## src/rtl/rtc_pkg.sv

```systemverilog
package rtc_pkg;
  localparam int DIGIT_W    = 4;
  localparam int NUM_DIGITS = 13;
  localparam int IDX_W      = $clog2(NUM_DIGITS);

  localparam logic [IDX_W-1:0] IDX_SEC_U = IDX_W'(0);
  localparam logic [IDX_W-1:0] IDX_SEC_T = IDX_W'(1);
  localparam logic [IDX_W-1:0] IDX_MIN_U = IDX_W'(2);
  localparam logic [IDX_W-1:0] IDX_MIN_T = IDX_W'(3);
  localparam logic [IDX_W-1:0] IDX_HR_U  = IDX_W'(4);
  localparam logic [IDX_W-1:0] IDX_HR_T  = IDX_W'(5);
  localparam logic [IDX_W-1:0] IDX_WDAY  = IDX_W'(6);
  localparam logic [IDX_W-1:0] IDX_DAY_U = IDX_W'(7);
  localparam logic [IDX_W-1:0] IDX_DAY_T = IDX_W'(8);
  localparam logic [IDX_W-1:0] IDX_MON_U = IDX_W'(9);
  localparam logic [IDX_W-1:0] IDX_MON_T = IDX_W'(10);
  localparam logic [IDX_W-1:0] IDX_YR_U  = IDX_W'(11);
  localparam logic [IDX_W-1:0] IDX_YR_T  = IDX_W'(12);

  typedef struct packed {
    logic               step;
    logic               load;
    logic [IDX_W-1:0]   idx;
    logic [DIGIT_W-1:0] data;
  } rtcStrobe_t;
endpackage

```

## src/rtl/rtc_month_len.sv

```systemverilog
module rtc_month_len
  import rtc_pkg::*;
(
  input  logic               monT,
  input  logic [DIGIT_W-1:0] monU,
  input  logic [DIGIT_W-1:0] yrT,
  input  logic [DIGIT_W-1:0] yrU,
  input  logic [1:0]         leapSel,
  output logic [1:0]         lastT,
  output logic [DIGIT_W-1:0] lastU
);
  logic [1:0] yearResidue;
  logic       isLeap;
  logic       isFeb;
  logic       isShort;

  // (2*tens + units) mod 4 only needs tens bit 0 and units bits 1:0
  assign yearResidue = yrU[1:0] + {yrT[0], 1'b0};
  // selector 00/01/10/11 -> remainder 0/3/2/1, i.e. residue + sel == 0 mod 4
  assign isLeap = ((yearResidue + leapSel) == 2'd0);
  assign isFeb  = !monT && (monU == 4'd2);
  assign isShort = (!monT && (monU == 4'd4 || monU == 4'd6 || monU == 4'd9)) ||
                   (monT && monU == 4'd1);

  always_comb begin
    if (isFeb) begin
      lastT = 2'd2;
      lastU = isLeap ? 4'd9 : 4'd8;
    end else if (isShort) begin
      lastT = 2'd3;
      lastU = 4'd0;
    end else begin
      lastT = 2'd3;
      lastU = 4'd1;
    end
  end
endmodule

```

## src/rtl/rtc_ctrl.sv

```systemverilog
module rtc_ctrl
  import rtc_pkg::*;
(
  input  logic               clk,
  input  logic               rstN,
  input  logic               tickEn,
  input  logic               holdCarry,
  input  logic               loadEn,
  input  logic [IDX_W-1:0]   loadIdx,
  input  logic [DIGIT_W-1:0] loadData,
  output rtcStrobe_t         strb
);
  logic pendingTick;
  logic tickWanted;
  logic isSecIdx;

  assign tickWanted = tickEn | pendingTick;
  assign isSecIdx   = (loadIdx == IDX_SEC_U) || (loadIdx == IDX_SEC_T);

  always_comb begin
    strb.step = tickWanted & ~holdCarry & ~loadEn;
    strb.load = loadEn;
    strb.idx  = loadIdx;
    strb.data = loadData;
  end

  always_ff @(posedge clk or negedge rstN) begin
    if (!rstN) pendingTick <= 1'b0;
    else       pendingTick <= loadEn & tickWanted & ~holdCarry & ~isSecIdx;
  end

  // a tick colliding with a non-seconds load steps on the next free cycle
  assert_defer_tick_R9: assert property (@(posedge clk) disable iff (!rstN)
    (loadEn && tickEn && !holdCarry && !isSecIdx) |=> (loadEn || holdCarry || strb.step));
endmodule

```

## src/rtl/rtc_datapath.sv

```systemverilog
module rtc_datapath
  import rtc_pkg::*;
(
  input  logic               clk,
  input  logic               rstN,
  input  rtcStrobe_t         strb,
  input  logic [IDX_W-1:0]   rdIdx,
  output logic [DIGIT_W-1:0] rdData
);
  logic [3:0] secU, minU, hrU, dayU, monU, yrU, yrT;
  logic [2:0] secT, minT, wday;
  logic [1:0] hrT, dayT, leapSel;
  logic       monT, mode24, pm;

  logic [3:0] secUN, minUN, hrUN, dayUN, monUN, yrUN, yrTN;
  logic [2:0] secTN, minTN, wdayN;
  logic [1:0] hrTN, dayTN;
  logic       monTN, pmN;

  logic       cSecT, cMinU, cMinT, cHour, dayAdv, monAdv, yrAdv, yrTAdv;
  logic       hourWrap, dayAtEnd, monWrap;
  logic [1:0] lastT;
  logic [3:0] lastU;

  rtc_month_len u_monLen (
    .monT(monT), .monU(monU), .yrT(yrT), .yrU(yrU), .leapSel(leapSel),
    .lastT(lastT), .lastU(lastU)
  );

  assign cSecT  = strb.step && (secU >= 4'd9);
  assign cMinU  = cSecT && (secT >= 3'd5);
  assign cMinT  = cMinU && (minU >= 4'd9);
  assign cHour  = cMinT && (minT >= 3'd5);
  assign dayAdv = cHour && hourWrap;
  assign dayAtEnd = (dayT > lastT) || ((dayT == lastT) && (dayU >= lastU));
  assign monAdv = dayAdv && dayAtEnd;
  assign monWrap = monT && (monU >= 4'd2);
  assign yrAdv  = monAdv && monWrap;
  assign yrTAdv = yrAdv && (yrU >= 4'd9);

  // hour step: next value and whether it rolls into a new day
  always_comb begin
    hrUN = hrU;
    hrTN = hrT;
    pmN  = pm;
    hourWrap = 1'b0;
    if (mode24) begin
      if (hrT >= 2'd2 && hrU >= 4'd3) begin
        hrTN = 2'd0; hrUN = 4'd0; hourWrap = 1'b1;
      end else if (hrU >= 4'd9) begin
        hrTN = hrT + 2'd1; hrUN = 4'd0;
      end else begin
        hrUN = hrU + 4'd1;
      end
    end else begin
      if (hrT != 2'd0 && hrU >= 4'd2) begin
        hrTN = 2'd0; hrUN = 4'd1;
      end else if (hrT != 2'd0 && hrU == 4'd1) begin
        hrTN = 2'd1; hrUN = 4'd2; pmN = ~pm; hourWrap = pm;
      end else if (hrU >= 4'd9) begin
        hrTN = 2'd1; hrUN = 4'd0;
      end else begin
        hrUN = hrU + 4'd1;
      end
    end
  end

  always_comb begin
    secUN = (secU >= 4'd9) ? 4'd0 : secU + 4'd1;
    secTN = (secT >= 3'd5) ? 3'd0 : secT + 3'd1;
    minUN = (minU >= 4'd9) ? 4'd0 : minU + 4'd1;
    minTN = (minT >= 3'd5) ? 3'd0 : minT + 3'd1;
    wdayN = (wday >= 3'd6) ? 3'd0 : wday + 3'd1;
    if (dayAtEnd) begin
      dayTN = 2'd0; dayUN = 4'd1;
    end else if (dayU >= 4'd9) begin
      dayTN = dayT + 2'd1; dayUN = 4'd0;
    end else begin
      dayTN = dayT; dayUN = dayU + 4'd1;
    end
    if (monWrap) begin
      monTN = 1'b0; monUN = 4'd1;
    end else if (monU >= 4'd9) begin
      monTN = 1'b1; monUN = 4'd0;
    end else begin
      monTN = monT; monUN = monU + 4'd1;
    end
    yrUN = (yrU >= 4'd9) ? 4'd0 : yrU + 4'd1;
    yrTN = (yrT >= 4'd9) ? 4'd0 : yrT + 4'd1;
  end

  always_ff @(posedge clk or negedge rstN) begin
    if (!rstN) begin
      secU <= '0; secT <= '0; minU <= '0; minT <= '0;
      hrU <= '0; hrT <= '0; mode24 <= 1'b1; pm <= 1'b0;
      wday <= '0; dayU <= 4'd1; dayT <= '0; leapSel <= '0;
      monU <= 4'd1; monT <= 1'b0; yrU <= '0; yrT <= '0;
    end else if (strb.load) begin
      case (strb.idx)
        IDX_SEC_U: secU <= strb.data;
        IDX_SEC_T: secT <= strb.data[2:0];
        IDX_MIN_U: minU <= strb.data;
        IDX_MIN_T: minT <= strb.data[2:0];
        IDX_HR_U:  hrU  <= strb.data;
        IDX_HR_T: begin
          hrT    <= strb.data[1:0];
          mode24 <= strb.data[3];
          pm     <= strb.data[2] & ~strb.data[3];
        end
        IDX_WDAY:  wday <= strb.data[2:0];
        IDX_DAY_U: dayU <= strb.data;
        IDX_DAY_T: begin
          dayT    <= strb.data[1:0];
          leapSel <= strb.data[3:2];
        end
        IDX_MON_U: monU <= strb.data;
        IDX_MON_T: monT <= strb.data[0];
        IDX_YR_U:  yrU  <= strb.data;
        IDX_YR_T:  yrT  <= strb.data;
        default: ;
      endcase
    end else begin
      if (strb.step) secU <= secUN;
      if (cSecT)     secT <= secTN;
      if (cMinU)     minU <= minUN;
      if (cMinT)     minT <= minTN;
      if (cHour) begin
        hrU <= hrUN; hrT <= hrTN; pm <= pmN;
      end
      if (dayAdv) begin
        wday <= wdayN; dayU <= dayUN; dayT <= dayTN;
      end
      if (monAdv) begin
        monU <= monUN; monT <= monTN;
      end
      if (yrAdv)  yrU <= yrUN;
      if (yrTAdv) yrT <= yrTN;
    end
  end

  always_comb begin
    case (rdIdx)
      IDX_SEC_U: rdData = secU;
      IDX_SEC_T: rdData = {1'b0, secT};
      IDX_MIN_U: rdData = minU;
      IDX_MIN_T: rdData = {1'b0, minT};
      IDX_HR_U:  rdData = hrU;
      IDX_HR_T:  rdData = {mode24, pm, hrT};
      IDX_WDAY:  rdData = {1'b0, wday};
      IDX_DAY_U: rdData = dayU;
      IDX_DAY_T: rdData = {leapSel, dayT};
      IDX_MON_U: rdData = monU;
      IDX_MON_T: rdData = {3'b000, monT};
      IDX_YR_U:  rdData = yrU;
      IDX_YR_T:  rdData = yrT;
      default:   rdData = '0;
    endcase
  end

  // a step at xx:59 seconds lands on :00
  assert_sec_rollover_R2: assert property (@(posedge clk) disable iff (!rstN)
    (strb.step && secU == 4'd9 && secT == 3'd5) |=> (secU == 4'd0 && secT == 3'd0));

  // 23:59:59 in 24-hour mode rolls to hour 00
  assert_hr24_wrap_R3: assert property (@(posedge clk) disable iff (!rstN)
    (cHour && mode24 && hrT == 2'd2 && hrU == 4'd3) |=> (hrT == 2'd0 && hrU == 4'd0));

  // a 24-hour load never leaves the afternoon flag set
  assert_pm_clear_R5: assert property (@(posedge clk) disable iff (!rstN)
    (strb.load && strb.idx == IDX_HR_T && strb.data[3]) |=> (mode24 && !pm));

  // weekday 6 wraps to 0 on a day advance
  assert_wday_wrap_R6: assert property (@(posedge clk) disable iff (!rstN)
    (dayAdv && wday == 3'd6) |=> (wday == 3'd0));

  // a year advance restarts the month at 01
  assert_month_wrap_R7: assert property (@(posedge clk) disable iff (!rstN)
    yrAdv |=> (!monT && monU == 4'd1));
endmodule

```

## src/rtl/rtc_calendar_chain.sv

```systemverilog
module rtc_calendar_chain
  import rtc_pkg::*;
(
  input  logic               clk,
  input  logic               rstN,
  input  logic               tickEn,
  input  logic               holdCarry,
  input  logic               loadEn,
  input  logic [IDX_W-1:0]   loadIdx,
  input  logic [DIGIT_W-1:0] loadData,
  input  logic [IDX_W-1:0]   rdIdx,
  output logic [DIGIT_W-1:0] rdData
);
  rtcStrobe_t strb;

  rtc_ctrl u_ctrl (
    .clk(clk), .rstN(rstN), .tickEn(tickEn), .holdCarry(holdCarry),
    .loadEn(loadEn), .loadIdx(loadIdx), .loadData(loadData), .strb(strb)
  );

  rtc_datapath u_dp (
    .clk(clk), .rstN(rstN), .strb(strb), .rdIdx(rdIdx), .rdData(rdData)
  );
endmodule

```

## config.mk

```make
export PLATFORM = sky130hd
export DESIGN_NAME = rtc_calendar_chain
export DESIGN_NICKNAME = d
export VERILOG_FILES = /design/src/rtl/rtc_pkg.sv /design/src/rtl/rtc_month_len.sv /design/src/rtl/rtc_ctrl.sv /design/src/rtl/rtc_datapath.sv /design/src/rtl/rtc_calendar_chain.sv
export SDC_FILE = /design/constraint.sdc
export NUM_CORES = 1
export LEC_CHECK = 0
export BUFFER_PORTS_ARGS = -buffer_cell sky130_fd_sc_hd__buf_2
export CAP_MARGIN = 20
export CORE_MARGIN = 1.5
export CORE_UTILIZATION = 36
export CTS_CLUSTER_SIZE = 20
export DETAILED_ROUTE_END_ITERATION = 8
export PLACE_DENSITY_LB_ADDON = 0.25
export SLEW_MARGIN = 5
export SYNTH_ARGS = -nofsm -noshare
export SYNTH_HDL_FRONTEND = slang
export SYNTH_SLANG_ARGS = --single-unit
```

## constraint.sdc

```tcl
create_clock -name clk -period 5.4 [get_ports clk]
set_input_delay 1.08 -clock clk [delete_from_list [all_inputs] [get_ports clk]]
set_output_delay 1.08 -clock clk [all_outputs]
set_load 0.03 [all_outputs]
```

==> results.py <==
metrics = {
    "run_status": {
        "status": "finished, final reports clean",
    },
    "layout": {
        "multi_input_area_mm2": 0.00247,
        "nets": 530,
        "antenna_cells": 0,
        "regArea_mm2": 0.00118,
        "utilization_pct": 40.4,
        "nFillCells": 1082,
        "drive_above_1_share_pct": 11.5,
        "syn2layout_area_growth_pct": 8.10,
    },
    "synthesis": {
        "synth_area_mm2": 0.00388,
        "synthesis.nets": 522,
        "synthArstFlopShare_pct": 100,
        "synth_cell_types": 69,
        "syn_area_per_cell_um2": 8.27,
        "synth_area_leaders": "dfrtp_1 28%, ha_1 12%, o21ai_0 5.5%",
        "synth_top_area_share_pct": 28.4,
        "synth_edf_count": 0,
        "ys_ff_latch": 47,
        "ys_warn_count": 0,
        "synth-seq-area-share_pct": 30.4,
        "synth_cells": 469,
        "synth_flop_cell": "dfrtp_1",
        "synth_top_cell_by_area": "dfrtp_1",
    },
    "flow_run": {
        "maxCapViolations": 0,
    },
    "timing": {
        "max_freq_ghz": 0.268,
        "rsz0062_at_grt": "no",
        "drv_slew": 0,
        "slew_headroom_pct": 45.8,
        "fin_crit_ps": 3730,
        "tightestPinTransition_ps": 802,
        "fin_crit_sh_pct": 69.0,
        "fin_skew_ps": 16.2,
        "report.final.setup_viol": 0,
        "hold_viol_final": 0,
        "fin_tns_setup_ps": 0,
    },
    "clocking": {
        "cts_setup_buffers": 0,
        "cts_resized": 0,
        "clock-sinks": 47,
        "hold_buffers": 0,
        "cts_buffers": 5,
        "insertion_delay_ps": 320,
        "cts_buffer_depth": 2,
        "ctsHtreeMaxLevel": 2,
        "cts_tree": "built",
        "cts_root_buf": "clkbuf_8",
        "path_clk_slew_ps": 110,
    },
    "detailed_routing": {
        "wl_per_cell_um": 18.7,
        "wirelength_um": 11500,
        "antenna_left": 0,
        "viasPerCell": 5.95,
        "via_count": 3655,
        "route.detailed.drc": 0,
        "drt_iter0_markers": 316,
        "drtPass1Iterations": 5,
    },
    "pwr": {
        "leakagePower_uw": 0.00180,
        "power_frac_seq_pct": 40.7,
        "ir_drop_mv": 0.147,
        "combPwrFrac_pct": 43.7,
        "switchingPower_uw": 841,
        "power.density_mw_per_mm2": 433,
        "p_sw_share_pct": 46.3,
        "internal-power_uw": 975,
        "p_clk_share_pct": 15.6,
    },
    "critical_path": {
        "cp_top_family": "buffers and inverters",
        "r2r-start": "u_dp.yrU[0]$_DFFE_PN0P_",
        "worstRegToRegCells": 10,
        "worst_setup_path_end_kind": "primary output",
        "critPathMaxFanout": 20,
        "cp-start-kind": "input pin",
        "worst_ep_arrival_time_ps": 2650,
        "path_depth": 8,
        "rrSetupSlack_ps": 1980,
        "crit_chain": "buf_2, mux2_2, and3_1, a31oi_1, o22ai_1, a31oi_1, o21ai_0, buf_2",
        "path_class": "in2out",
        "path_buf_inv": 2,
        "reg2reg_to": "u_dp.monU[0]$_DFFE_PN1P_",
        "cp.required_ps": 4320,
        "slowest_stage": "mux2_2",
        "cp_slowest_stage_delay_ps": 380,
    },
    "global_routing": {
        "grt_usage_pct": 21.0,
        "first_global_vias": 3432,
        "grt_pass1_wl_um": 18800,
        "antenna_found_initial": 1,
        "grt_overflow": 0,
        "grt_max_degree": 48,
    },
    "die": {
        "rows": 37,
        "start_util_pct": 37.4,
        "die_area_mm2": 0.0114,
        "num_io_pins": 21,
        "core_region_area_mm2": 0.0104,
        "die_h_um": 107,
        "die_w_um": 107,
    },
    "min_path": {
        "hold_depth": 2,
        "min_to": "u_dp.wday[2]$_DFFE_PN0P_",
        "hold_path.startpoint": "u_dp.wday[2]$_DFFE_PN0P_",
        "hp-class": "reg2reg",
    },
    "placement": {
        "io_buffers": 20,
        "routabilityCongestion": 0.888,
        "hpwl_um": 8480,
    },
}
[per-layer routing]
metal	track usage [%]	part of all wire, %	wire, um
met5	0	0	0
met2	34.9	48	5490
met3	2.86	4.3	498
met4	6.10	1.6	182
met1	28.5	46	5300
[layout make-up]
type,instances,share of cell area (%)
clock inverter,3,1.13
sequential,47,28.1
inverter,37,3.31
clock buffer,5,1.64
tap,136,4.06
timing repair buffer,22,2.75
multi-input combinational,364,59.0
[sequential cells by signal, indices dropped and copies added, names as in the netlist]
| register | cells |
|---|---|
| u_dp.dayU | 4 |
| u_dp.minU | 4 |
| u_ctrl.pendingTick | 1 |
| u_dp.yrT | 4 |
| u_dp.pm | 1 |
| u_dp.wday | 3 |
| u_dp.leapSel | 2 |
| u_dp.secT | 3 |
| u_dp.minT | 3 |
| u_dp.monU | 4 |
| u_dp.monT | 1 |
| u_dp.hrU | 4 |
| u_dp.dayT | 2 |
| u_dp.hrT | 2 |
| u_dp.mode24 | 1 |
| u_dp.secU | 4 |
| u_dp.yrU | 4 |
[how the worst max path moves through the flow]
stage | startpoint | endpoint | slack (ps)
3_3_place_gp | rdIdx[2] | rdData[0] | 1680
2_1_floorplan | rdIdx[2] | rdData[2] | 1620
4_1_cts | rdIdx[2] | rdData[0] | 1660
3_5_place_dp | rdIdx[2] | rdData[0] | 1670
5_1_grt | rdIdx[2] | rdData[0] | 1550
6_report | rdIdx[2] | rdData[0] | 1670
[synthesized netlist by cell type (6+ instances only)]
cell type  instances
dfrtp_1           44
nand2_1           44
o21ai_0           43
ha_1              36
inv_1             36
a21oi_1           28
nor2_1            27
nand3_1           21
a31oi_1           17
clkbuf_1          15
nor3_1            15
mux2_2             9
mux2i_1            9
nand2b_1           6
o211ai_1           6
o22ai_1            6
[power by group through the flow]
stage	clock network, uW	logic (uW)	registers [uW]
6_report	283	793	739
5_1_grt	307	919	755
4_1_cts	297	795	727
3_5_place_dp	0	790	734
3_3_place_gp	0	766	734
2_1_floorplan	0	653	620
[tightest hold or removal path: cells and delay by family, from the launching register on]
family             cells  cell delay [ps]
and+or+nand+nor        1               60
AOI/OAI and AO/OA      1               80
DFF                    1              380
[cells by family (layout without fill, tap and decap cells)]
group	count (synthesis)	count (layout)	synth area share, %
fa+ha+maj	36	36	11.6
compound gates	152	152	25.4
buf+inv	58	67	5.84
mux	20	20	5.81
flops	47	47	30.4
simple gates	152	152	20.1
xor+xnor	4	4	0.903
[through the flow]
stage	instance area, um^2	power [uW]	hold slack (ps)	setup WS (ps)	instances
global placement	4080	1500	515	1680	606
finish	4190	1820	544	1670	614
global route	4190	1980	590	1550	614
floorplan	3880	1270	492	1620	469
CTS	4190	1820	546	1660	614
detailed placement	4080	1520	521	1670	606
[layout by cell type (no fill, tap or decap), types with 4 or more instances in the layout]
master	n
nand2_1	44
dfrtp_1	44
o21ai_0	43
inv_1	36
ha_1	36
a21oi_1	28
nor2_1	27
nand3_1	21
buf_2	20
a31oi_1	17
nor3_1	15
mux2_2	9
mux2i_1	9
o211ai_1	6
o22ai_1	6
nand2b_1	6
nor2b_1	5
o31ai_1	5
o21a_1	5
clkbuf_8	5
nor3b_1	4
nor4_1	4
and2_1	4
Note: power is estimated with default switching activity, not from simulation.
